### src/rtl/cpwm_pkg.sv
package cpwm_pkg;
  localparam int unsigned CPWM_NCH = 4;
  localparam int unsigned CPWM_TW  = 16;
endpackage

### src/rtl/cpwm_shadow.sv
module cpwm_shadow #(
  parameter int unsigned TW = cpwm_pkg::CPWM_TW
) (
  input  logic          clk,
  input  logic          rst_n,
  input  logic          wr,
  input  logic [TW-1:0] wdata,
  input  logic          reload,
  output logic [TW-1:0] act_val
);
  logic [TW-1:0] held_q;

  always_ff @(posedge clk or negedge rst_n) begin
    if (!rst_n) begin
      held_q  <= '0;
      act_val <= '0;
    end else begin
      if (wr)     held_q  <= wdata;
      if (reload) act_val <= held_q;
    end
  end

  // active value moves only at reload
  p_act_hold_r8: assert property (@(posedge clk) disable iff (!rst_n)
    !reload |=> $stable(act_val));
  // at reload the previously held value is taken
  p_act_load_r8: assert property (@(posedge clk) disable iff (!rst_n)
    reload |=> (act_val == $past(held_q)));
endmodule

### src/rtl/cpwm_channel.sv
module cpwm_channel #(
  parameter int unsigned TW = cpwm_pkg::CPWM_TW
) (
  input  logic          clk,
  input  logic          rst_n,
  input  logic          en,
  input  logic          sym,
  input  logic          dir_down,
  input  logic          reload,
  input  logic [TW-1:0] tmr,
  input  logic [TW-1:0] cmp,
  input  logic          pol,
  input  logic          clr,
  output logic          out,
  output logic          flag
);
  logic lvl_q;
  logic hit;

  assign hit = en && (tmr == cmp);

  always_ff @(posedge clk or negedge rst_n) begin
    if (!rst_n) begin
      lvl_q <= 1'b0;
      flag  <= 1'b0;
    end else begin
      if (!en) begin
        lvl_q <= 1'b0;
      end else if (sym) begin
        if (hit) lvl_q <= !dir_down;
      end else begin
        if (hit)         lvl_q <= 1'b0;
        else if (reload) lvl_q <= 1'b1;
      end
      if (hit)      flag <= 1'b1;
      else if (clr) flag <= 1'b0;
    end
  end

  assign out = lvl_q ^ pol;

  // a disabled channel is inactive after the edge
  p_dis_idle_r2: assert property (@(posedge clk) disable iff (!rst_n)
    !en |=> !lvl_q);
  // a disabled channel never raises its flag
  p_dis_noflag_r2: assert property (@(posedge clk) disable iff (!rst_n)
    (!en && !flag) |=> !flag);
  // a match sets the flag even against a clear
  p_flag_set_r3: assert property (@(posedge clk) disable iff (!rst_n)
    (en && tmr == cmp) |=> flag);
  // edge-aligned reload without match goes active
  p_asym_rld_r6: assert property (@(posedge clk) disable iff (!rst_n)
    (en && !sym && reload && tmr != cmp) |=> lvl_q);
  // centre-aligned up-count match goes active
  p_sym_up_r7: assert property (@(posedge clk) disable iff (!rst_n)
    (en && sym && tmr == cmp && !dir_down) |=> lvl_q);
endmodule

### src/rtl/cpwm_top.sv
module cpwm_top #(
  parameter int unsigned NCH = cpwm_pkg::CPWM_NCH,
  parameter int unsigned TW  = cpwm_pkg::CPWM_TW
) (
  input  logic           clk,
  input  logic           rst_n,
  input  logic [TW-1:0]  tmr_val,
  input  logic           tmr_dir_down,
  input  logic           tmr_reload,
  input  logic           sym_mode,
  input  logic [NCH-1:0] ch_en,
  input  logic [NCH-1:0] ch_pol,
  input  logic [NCH-1:0] ch_ie,
  input  logic [NCH-1:0] cmp_wr,
  input  logic [TW-1:0]  cmp_wdata,
  input  logic [NCH-1:0] flag_clr,
  output logic [NCH-1:0] pwm_out,
  output logic [NCH-1:0] cmp_flag,
  output logic           irq
);
  logic [TW-1:0] act_cmp [NCH];

  for (genvar g = 0; g < NCH; g++) begin : g_ch
    cpwm_shadow #(.TW(TW)) u_shd (
      .clk     (clk),
      .rst_n   (rst_n),
      .wr      (cmp_wr[g]),
      .wdata   (cmp_wdata),
      .reload  (tmr_reload),
      .act_val (act_cmp[g])
    );
    cpwm_channel #(.TW(TW)) u_ch (
      .clk      (clk),
      .rst_n    (rst_n),
      .en       (ch_en[g]),
      .sym      (sym_mode),
      .dir_down (tmr_dir_down),
      .reload   (tmr_reload),
      .tmr      (tmr_val),
      .cmp      (act_cmp[g]),
      .pol      (ch_pol[g]),
      .clr      (flag_clr[g]),
      .out      (pwm_out[g]),
      .flag     (cmp_flag[g])
    );
  end

  assign irq = |(cmp_flag & ch_ie);

  // a fresh request needs an enabled, set flag
  p_irq_src_r4: assert property (@(posedge clk) disable iff (!rst_n)
    $rose(irq) |-> ((cmp_flag & ch_ie) != '0));
endmodule

### config.mk
export PLATFORM = sky130hd
export DESIGN_NAME = cpwm_top
export DESIGN_NICKNAME = d
export VERILOG_FILES = /design/src/rtl/cpwm_pkg.sv /design/src/rtl/cpwm_shadow.sv /design/src/rtl/cpwm_channel.sv /design/src/rtl/cpwm_top.sv
export SDC_FILE = /design/constraint.sdc
export NUM_CORES = 1
export LEC_CHECK = 0
export BUFFER_PORTS_ARGS = -buffer_cell sky130_fd_sc_hd__buf_2
export CORE_MARGIN = 4
export CORE_UTILIZATION = 32
export DETAILED_ROUTE_END_ITERATION = 8
export GPL_ROUTABILITY_DRIVEN = 0
export PLACE_DENSITY = 0.53
export RECOVER_POWER = 50
export REMOVE_ABC_BUFFERS = 1
export SETUP_SLACK_MARGIN = 0.1
export SYNTH_ARGS = -nofsm -noshare
export SYNTH_HDL_FRONTEND = slang
export SYNTH_SLANG_ARGS = --single-unit
### constraint.sdc
create_clock -name clk -period 3.8 [get_ports clk]
set_clock_uncertainty 0.15 [all_clocks]
set_input_delay 0.76 -clock clk [delete_from_list [all_inputs] [get_ports clk]]
set_output_delay 0.76 -clock clk [all_outputs]
set_load 0.1 [all_outputs]
==> results of run 1 <==
[Yosys cell counts]
cell type,n
xor2_1,4
buf_6,4
xnor2_1,63
a22oi_1,2
clkbuf_2,3
a22o_1,4
mux2i_1,4
buf_2,12
dfrtp_1,136
o21ai_0,4
buf_4,9
nor4_2,4
xnor2_2,1
nor2b_1,2
nand2_1,5
nand4_1,16
mux2_2,128
clkbuf_1,11
inv_1,4
[layout by cell type (no fill, tap or decap)]
| cell type | n |
|---|---|
| dfrtp_1 | 136 |
| mux2_2 | 128 |
| xnor2_1 | 63 |
| buf_2 | 59 |
| clkbuf_16 | 17 |
| nand4_1 | 16 |
| clkbuf_1 | 11 |
| nand2_1 | 5 |
| clkinv_2 | 5 |
| xor2_1 | 4 |
| o21ai_0 | 4 |
| nor4_2 | 4 |
| mux2i_1 | 4 |
| inv_1 | 4 |
| a22o_1 | 4 |
| buf_4 | 3 |
| a22oi_1 | 2 |
| nor2b_1 | 2 |
| clkbuf_8 | 2 |
| xnor2_2 | 1 |
| buf_6 | 1 |
[per-stage QoR]
| step | setup WS (ns) | instances |
|---|---|---|
| 3_3_place_gp | 1.452 | 675 |
| 6_report | 1.301 | 704 |
| 3_5_place_dp | 1.449 | 675 |
| 2_1_floorplan | 0.7005 | 377 |
| 4_1_cts | 1.449 | 704 |
| 5_1_grt | 1.105 | 704 |
[area by class of cell]
cell class,count,area [µm²]
Clock buffer,24,471.7
Clock inverter,5,25.02
Fill cell,1732,11260
Inverter,4,15.01
Multi-Input combinational cell,237,2336
Sequential cell,136,3403
Tap cell,229,286.5
Timing Repair Buffer,69,351.6
[registers in the layout, summed over array words and instances, names as in the netlist]
name / flops
g_ch.u_ch.flag: 4
g_ch.u_shd.held_q: 64
g_ch.u_ch.lvl_q: 4
g_ch.u_shd.act_val: 64
[power by group]
part	switching (mW)	internal, mW
Combinational	0.235	0.268
Sequential	0.104	1.62
Clock	0.564	0.850
[kinds of logic after synthesis]
kind of cell           share of synthesized area
AO/OA/AOI/OAI                            0.01171
multiplexers                              0.2476
flip-flops                                0.5688
buffers and inverters                    0.04078
AND/OR/NAND/NOR                          0.03032
XOR/XNOR                                  0.1008
[routing by layer]
metal,up-vias,part of all wire,track usage
met4,0,0.017,0.05302
met3,13,0.032,0.02958
met1,1643,0.48,0.1652
met5,-,0,0
li1,1532,-,-
met2,57,0.47,0.2061
[how the worst max path moves through the flow]
| stage | endpoint | cells past startpoint | slack, ns | from |
|---|---|---|---|---|
| 2_1_floorplan | pwm_out[0] | 1 | 0.70 | ch_pol[0] |
| 3_3_place_gp | pwm_out[2] | 3 | 1.45 | ch_pol[2] |
| 3_5_place_dp | pwm_out[2] | 3 | 1.45 | ch_pol[2] |
| 4_1_cts | pwm_out[2] | 3 | 1.45 | ch_pol[2] |
| 5_1_grt | g_ch[1].u_shd.act_val[9] | 3 | 1.11 | tmr_reload |
| 6_report | g_ch[1].u_shd.act_val[9] | 3 | 1.30 | tmr_reload |
==> flow_metrics.py, run 1 <==
metrics = {
    "cts": {
        "clockRootBuffer": "clkbuf_16",
        "post_cts_buffers": 0,
        "cts_sinks": 136,
        "clock_path_buffers": 2,
        "cts_buffers": 17,
        "path_clk_slew_ns": 0.06,
        "clk_latency_ns": 0.41,
        "cts_hold_buf": 0,
        "cts_tree": "done",
        "cts-htree-levels": 4,
        "cts_resized": 0,
    },
    "sta": {
        "slew_headroom": -0.1859,
        "fin_hold_ws_ns": 0.2620,
        "hold_viol_final": 0,
        "setup-violations-final": 0,
        "fin_crit_sh": 0.6576,
        "finalCriticalPeriod_ns": 2.499,
        "fmax_mhz": 400.2,
        "tightest_slew_ns": 1.779,
        "rsz0062_at_grt": "false",
        "finalSetupTns_ns": 0,
        "maxSlewViolCount": 32,
    },
    "critical_path": {
        "worstPathArrival_ns": 2.64,
        "rr_endpoint": "g_ch[2].u_ch.lvl_q",
        "reg2reg_depth": 4,
        "path_common_cell": "clkbuf_1",
        "critPathMaxStageDelay_ns": 1.29,
        "worst-setup-path-type": "in2reg",
        "cp_num_buf_inv": 2,
        "r2r-start": "g_ch[2].u_shd.act_val[3]",
        "start_kind": "input port",
        "crit_chain": "clkbuf_1 > clkbuf_1 > mux2_2",
        "cp-end-kind": "register",
        "r2r_slack_ns": 2.06,
        "worstPathRequired_ns": 3.94,
        "slowest_stage": "clkbuf_1",
        "crit_fanout": 31,
        "critPathTopFamily": "buffers and inverters",
    },
    "place": {
        "hpwlAfterDp_mm": 8.417,
        "port_buffers": 65,
        "post_dp_cell_area_um2": 6402,
    },
    "drt": {
        "drcViolationCount": 0,
        "vias_per_cell": 4.609,
        "routedWlPerCell_um": 17.40,
        "drt_iter0_markers": 131,
        "vias": 3245,
        "ant_nets": 0,
        "dr.pass1.iters": 4,
        "wl_mm": 12.25,
    },
    "pwr": {
        "power.leakage_nw": 2.858,
        "ir_drop_uv": 342.4,
        "p_total_mw": 3.645,
        "pwr_density_cell_nw_per_um2": 529.1,
    },
    "cells_and_area": {
        "syn2layout_area_growth_pct": 15.14,
        "antenna_cells": 0,
        "final_nets": 522,
        "fin_util": 0.3796,
        "fin_area_um2": 6889,
        "drive_gt1_frac": 0.4632,
    },
    "yosys": {
        "ys_seq_area_frac": 0.5688,
        "syn_inst": 416,
        "synthTopCellsByArea": "dfrtp_1, mux2_2, xnor2_1, nand4_1, buf_4",
        "yosys.area.top_type": "dfrtp_1",
        "ys_ff_latch": 136,
        "syn_area_per_cell_um2": 14.38,
        "synth_top_area_frac": 0.5688,
        "syn_area_um2": 5983,
        "synth_cell_types": 19,
        "yosys_warnings": 0,
    },
    "grt": {
        "grt_start_max_net_pins": 114,
        "grt-ovfl-total": 0,
        "grt_pass1_vias": 3626,
        "grt_usage": 0.1275,
        "antenna_found_initial": 0,
        "grt_pass1_wl_mm": 20.09,
    },
    "floorplanning": {
        "die_area_um2": 20950,
        "std_cell_rows": 49,
        "die_h_um": 144.7,
        "initial_core_util": 0.3297,
        "die_w_um": 144.7,
        "core_region_area_um2": 18150,
        "io_pins": 66,
    },
    "run": {
        "maxCapViolCount": 1,
    },
    "hold_path": {
        "hp-class": "in2async",
    },
    "status": {
        "violations": "capacitance limit, slew limit",
        "run_status": "complete, but fails checks",
    },
}
No activity file was read; power rests on OpenSTA's default activity.
==> run 2, diff against run 1 <==
Settings changed: ABC_AREA from default to 1, PLACE_DENSITY 0.53 to 0.54.
Clock period 3.8 ns to 2 ns, I/O delays scaled along.
==> flow_metrics.py, run 2 <==
metrics = {
    "status": {
        "run_status": "completed",
    },
    "drt": {
        "ant_nets": 0,
        "dr.pass1.iters": 4,
        "drcViolationCount": 0,
        "wl_mm": 14.35,
        "routedWlPerCell_um": 13.16,
        "drt_iter0_markers": 203,
        "vias": 4686,
        "vias_per_cell": 4.299,
    },
    "sta": {
        "fmax_mhz": 541.7,
        "hold_viol_final": 0,
        "fin_hold_ws_ns": 0.03436,
        "tightest_slew_ns": 0.8248,
        "setup-violations-final": 0,
        "finalCriticalPeriod_ns": 1.846,
        "timing.final.ws_setup_ns": 0.1540,
        "slew_headroom": 0.4501,
        "rsz0062_at_grt": "false",
        "maxSlewViolCount": 0,
        "fin_crit_sh": 0.9230,
    },
    "hold_path": {
        "whs_path_depth": 2,
        "holdCritStartpoint": "flag_clr[3]",
        "hp-class": "in2reg",
        "whs_endpoint": "g_ch[3].u_ch.flag",
    },
    "yosys": {
        "synth_top_area_frac": 0.5324,
        "syn_inst": 741,
        "synth_compound_area_frac": 0.06263,
        "yosys.area.top_type": "dfrtp_1",
        "syn_area_per_cell_um2": 8.627,
        "yosys_warnings": 0,
        "async_flop_share": 1.000,
        "synth_edf_count": 0,
        "synth_cell_types": 22,
        "synth_flop_cell": "dfrtp_1",
        "yosysMostFrequentCell": "nand2_1",
        "ys_top_cells_by_count": "nand2_1, dfrtp_1, inv_1",
        "synth-xor-area-share": 0.005481,
        "ys_ff_latch": 136,
        "synth.area.mux_share": 0.1127,
        "yosys.area_share.adder": 0,
        "synth_top_family_by_area": "simple AND/OR/NAND/NOR gates",
        "ys_seq_area_frac": 0.5324,
        "yosys.area_share.simple": 0.2098,
        "synthTopCellsByArea": "dfrtp_1, nand2_1, mux2_1, inv_1, o21ai_1",
        "syn_area_um2": 6392,
    },
    "critical_path": {
        "reg2reg_depth": 10,
        "start_kind": "register",
        "r2r_slack_ns": 0.55,
        "crit_fanout": 2,
        "r2r-start": "g_ch[3].u_shd.act_val[7]",
        "worstPathRequired_ns": 1.45,
        "rr_endpoint": "g_ch[3].u_ch.lvl_q",
        "worst-setup-path-type": "reg2out",
        "cp-end-kind": "output port",
        "worstPathArrival_ns": 1.30,
    },
    "pwr": {
        "p_sw_frac": 0.2623,
        "seqPwrFrac": 0.427,
        "clockPowerShare": 0.435,
        "power.leakage_nw": 3.871,
        "ir_drop_uv": 449.3,
        "pwr_density_cell_nw_per_um2": 966.8,
        "p_switching_mw": 1.957,
        "comb_power_share": 0.138,
        "p_int_mw": 5.505,
    },
    "grt": {
        "grt_pass1_vias": 4542,
        "grt_usage": 0.1368,
        "grt_pass1_wl_mm": 23.40,
        "antenna_found_initial": 2,
        "grt-ovfl-total": 0,
        "grt_start_max_net_pins": 43,
    },
    "place": {
        "place_ws_ns": 0.3149,
        "hpwlAfterDp_mm": 10.48,
        "port_buffers": 65,
    },
    "cells_and_area": {
        "mostFrequentLayoutCell": "nand2_1",
        "final_cell_mix": "nand2_1, dfrtp_1, inv_1",
        "drive_gt1_frac": 0.1952,
        "syn2layout_area_growth_pct": 20.73,
        "final_nets": 870,
        "antenna_cells": 0,
        "largestRegisters": "g_ch.u_shd.act_val: 64 flops, g_ch.u_shd.held_q: 64 flops",
    },
    "floorplanning": {
        "die_area_um2": 22300,
        "io_pins": 66,
        "initial_core_util": 0.3274,
        "die_w_um": 149.3,
        "core_region_area_um2": 19530,
        "std_cell_rows": 51,
        "die_h_um": 149.3,
    },
    "cts": {
        "path_clk_slew_ns": 0.06,
        "clock_path_buffers": 2,
        "cts_tree": "done",
        "clk_latency_ns": 0.42,
        "cts_buffers": 17,
        "cts_sinks": 136,
        "clockRootBuffer": "clkbuf_16",
        "cts-htree-levels": 4,
    },
    "run": {
        "maxCapViolCount": 0,
    },
}
run 2: changes by cell type in the layout (fill, tap and decap cells not counted), moves of 8 or more:
cell | previous run | this run
inv_1 | 4 | 73
inv_2 | 0 | 16
mux2_1 | 0 | 40
mux2_2 | 128 | 24
nand2_1 | 5 | 289
nand4_1 | 16 | 5
nor2_1 | 0 | 32
o21ai_0 | 4 | 56
o21ai_1 | 0 | 8
xnor2_1 | 63 | 0
run 2: critical path, stage by stage, from the launching register on:
cell and delay [ns]:
dfrtp_1 0.42, xor2_2 0.25, buf_12 0.21
run 2: through the flow:
stage	TNS, ns	utilization	total power [mW]	instance area (µm²)	std cells
detailed placement	0	0.3662	4.313	7151	1057
global route	0	0.3952	7.857	7717	1090
global placement	0	0.3662	4.295	7151	1057
finish	0	0.3952	7.461	7717	1090
floorplan	-1.905	-	3.850	6235	711
CTS	0	0.3996	7.608	7802	1090
run 2: how the worst max path moves through the flow:
stage                        from  slack [ns]  cells past startpoint    endpoint
6_report       g_ch[2].u_ch.lvl_q        0.15                      2  pwm_out[2]
5_1_grt        g_ch[2].u_ch.lvl_q        0.10                      2  pwm_out[2]
4_1_cts        g_ch[2].u_ch.lvl_q        0.11                      2  pwm_out[2]
3_5_place_dp            ch_pol[2]        0.31                      3  pwm_out[2]
3_3_place_gp            ch_pol[2]        0.32                      3  pwm_out[2]
2_1_floorplan   g_ch[2].u_ch.flag       -0.39                      2         irq
run 2: cells by family (layout without fill, tap and decap cells):
| kind of cell | count (synthesis) | count (layout) |
|---|---|---|
| XOR/XNOR | 4 | 4 |
| flip-flops | 136 | 136 |
| buffers and inverters | 119 | 203 |
| AND/OR/NAND/NOR | 342 | 342 |
| multiplexers | 64 | 64 |
| AO/OA/AOI/OAI | 76 | 76 |
run 2: power groups by stage:
stage / registers (mW) / clock network [mW] / logic [mW]
CTS: 3.19 / 3.32 / 1.09
global placement: 3.23 / 0 / 1.07
global route: 3.23 / 3.45 / 1.18
floorplan: 3.20 / 0 / 0.649
finish: 3.19 / 3.25 / 1.03
detailed placement: 3.23 / 0 / 1.08
run 2: what timing repair did:
action,4_1_cts,5_1_grt
setup endpoints to repair,5,0
endpoints found under the hold margin,37,0
gates resized for setup,5,0
buffers inserted,0,0
hold buffers,2,0
run 2: final cells by class:
class	count	area, µm²
Fill cell	2004	11810
Sequential cell	136	3403
Multi-Input combinational cell	486	2512
Timing Repair Buffer	83	526.8
Clock buffer	18	429.2
Inverter	89	334.1
Tap cell	265	331.6
Clock inverter	13	180.2
run 2: metal layers:
layer,part of all wire,up-vias,global-route usage
met1,0.47,2145,0.1765
met2,0.47,75,0.2215
met3,0.047,18,0.04072
met5,0.0015,-,0
met4,0.014,4,0.04394
li1,-,2444,-
==> run 3, diff against run 2 <==
Settings changed: ABC_AREA 1 to default, PLACE_DENSITY 0.54 to 0.55.
==> flow_metrics.py, run 3 (synthesis results as in run 1) <==
metrics = {
    "status": {
        "run_status": "completed",
    },
    "cells_and_area": {
        "layoutNonFillerInstCount": 714,
        "seqCellArea_um2": 3403,
        "final_cell_mix": "dfrtp_1, mux2_2, xnor2_1",
        "mostFrequentLayoutCell": "dfrtp_1",
        "multi_input_area_um2": 2349,
        "final_nets": 530,
        "fillers": 1737,
        "fin_area_um2": 7114,
        "drive_gt1_frac": 0.4887,
        "largestRegisters": "g_ch.u_shd.act_val: 64 flops, g_ch.u_shd.held_q: 64 flops",
        "antenna_cells": 0,
        "syn2layout_area_growth_pct": 18.90,
    },
    "grt": {
        "grt-ovfl-total": 0,
        "grt_pass1_wl_mm": 20.66,
        "grt_start_max_net_pins": 42,
        "antenna_found_initial": 0,
        "grt_usage": 0.1322,
        "grt_pass1_vias": 3687,
    },
    "critical_path": {
        "start_kind": "register",
        "crit_fanout": 2,
        "worstPathArrival_ns": 1.27,
        "worst-setup-path-type": "reg2out",
        "worstPathRequired_ns": 1.45,
        "cp-end-kind": "output port",
    },
    "drt": {
        "ant_nets": 0,
        "vias_per_cell": 4.720,
        "drt_iter0_markers": 138,
        "vias": 3370,
        "dr.pass1.iters": 4,
        "met1Wirelength_mm": 5.983,
        "dr_wl_met2_mm": 5.868,
        "routed-wl-met3_um": 690,
        "routedWlPerCell_um": 17.85,
        "highest_layer": "met4",
        "drcViolationCount": 0,
        "wl_mm": 12.75,
    },
    "place": {
        "place_ws_ns": 0.04011,
        "post_dp_cell_area_um2": 6497,
        "hpwlAfterDp_mm": 8.891,
        "port_buffers": 65,
        "numPlacedInstances": 681,
    },
    "sta": {
        "maxSlewViolCount": 0,
        "timing.final.ws_setup_ns": 0.1804,
        "fmax_mhz": 549.6,
        "hold_viol_final": 0,
        "fin_crit_sh": 0.9098,
        "slew_headroom": 0.1125,
        "fin_hold_ws_ns": 0.08039,
        "rsz0062_at_grt": "false",
        "setup-violations-final": 0,
        "finalCriticalPeriod_ns": 1.820,
        "tightest_slew_ns": 1.331,
    },
    "floorplanning": {
        "die_area_um2": 20950,
        "initial_core_util": 0.3297,
        "die_w_um": 144.7,
        "io_pins": 66,
        "core_region_area_um2": 18150,
        "std_cell_rows": 49,
        "die_h_um": 144.7,
    },
    "pwr": {
        "pwr_density_cell_nw_per_um2": 1032,
        "seqPwrFrac": 0.448,
        "p_int_mw": 5.563,
        "clockPowerShare": 0.417,
        "comb_power_share": 0.135,
        "p_sw_frac": 0.2420,
        "ir_drop_uv": 664.9,
        "power.leakage_nw": 2.958,
        "p_switching_mw": 1.776,
    },
    "run": {
        "maxCapViolCount": 0,
    },
    "cts": {
        "cts-htree-levels": 4,
        "cts_sinks": 136,
        "cts_buffers": 17,
        "clock_path_buffers": 2,
        "clk_latency_ns": 0.42,
        "path_clk_slew_ns": 0.06,
        "cts_tree": "done",
        "clockRootBuffer": "clkbuf_16",
    },
    "hold_path": {
        "hp-class": "in2reg",
    },
}
==> run 3: cell count changes in the layout (fill, tap and decap cells not counted), moves of 8 or more <==
cell / delta
o21ai_1: -8
xnor2_1: +63
inv_1: -69
o21ai_0: -52
inv_2: -16
nand2_1: -285
mux2_2: +104
mux2_1: -40
nand4_1: +11
nor2_1: -32
==> run 3: layout make-up <==
class | count | area share
multi-input combinational | 237 | 0.3301
sequential | 136 | 0.4784
clock buffer | 23 | 0.06859
clock inverter | 8 | 0.01337
inverter | 4 | 0.002110
timing repair buffer | 77 | 0.06718
tap | 229 | 0.04027
==> run 3: worst paths after layout <==
| kind | from | to | slack [ns] | cells after the start |
|---|---|---|---|---|
| max | g_ch[2].u_ch.lvl_q | pwm_out[2] | 0.18 | 2 |
| min in group asynchronous | rst_n | g_ch[0].u_shd.held_q[4] | 0.47 | 2 |
| min reg2reg | g_ch[0].u_shd.held_q[6] | g_ch[0].u_shd.act_val[6] | 0.35 | 1 |
| max reg2reg | g_ch[2].u_shd.act_val[14] | g_ch[2].u_ch.lvl_q | 0.24 | 4 |
| max in group asynchronous | rst_n | g_ch[1].u_shd.held_q[10] | 0.43 | 3 |
| min | ch_en[1] | g_ch[1].u_ch.flag | 0.08 | 2 |
==> run 3: worst max-delay path, stage by stage, from the launching register on <==
cell and delay (ns):
dfrtp_1 0.40, xor2_1 0.14, buf_4 0.31
==> run 3: what timing repair did <==
action | in CTS | in global routing
endpoints found under the hold margin | 26 | 0
gates resized for setup | 5 | 6
hold buffers | 1 | 0
setup endpoints to repair | 5 | 1
cloned | 0 | 0
pin swaps | 0 | 1
setup buffers | 0 | 1
==> run 3: power by group through the flow <==
stage / registers, mW / clock network (mW) / logic, mW
2_1_floorplan: 3.28 / 0 / 0.652
5_1_grt: 3.33 / 3.26 / 1.09
3_5_place_dp: 3.34 / 0 / 1.00
6_report: 3.29 / 3.06 / 0.989
4_1_cts: 3.30 / 3.13 / 1.02
3_3_place_gp: 3.33 / 0 / 0.986
==> run 3: stage by stage <==
stage | power (mW) | utilization | TNS [ns]
after detailed placement | 4.346 | 0.3580 | 0
after global placement | 4.316 | 0.3580 | 0
final | 7.339 | 0.3920 | 0
after floorplan | 3.928 | - | -1.877
after global routing | 7.677 | 0.3920 | 0
after CTS | 7.446 | 0.3914 | 0
==> run 3: per-layer routing <==
metal  track usage  vias to the layer above
met5             0                        -
met1        0.1764                     1741
met3       0.04174                       16
met2        0.2027                       74
met4       0.04860                        0
li1              -                     1539
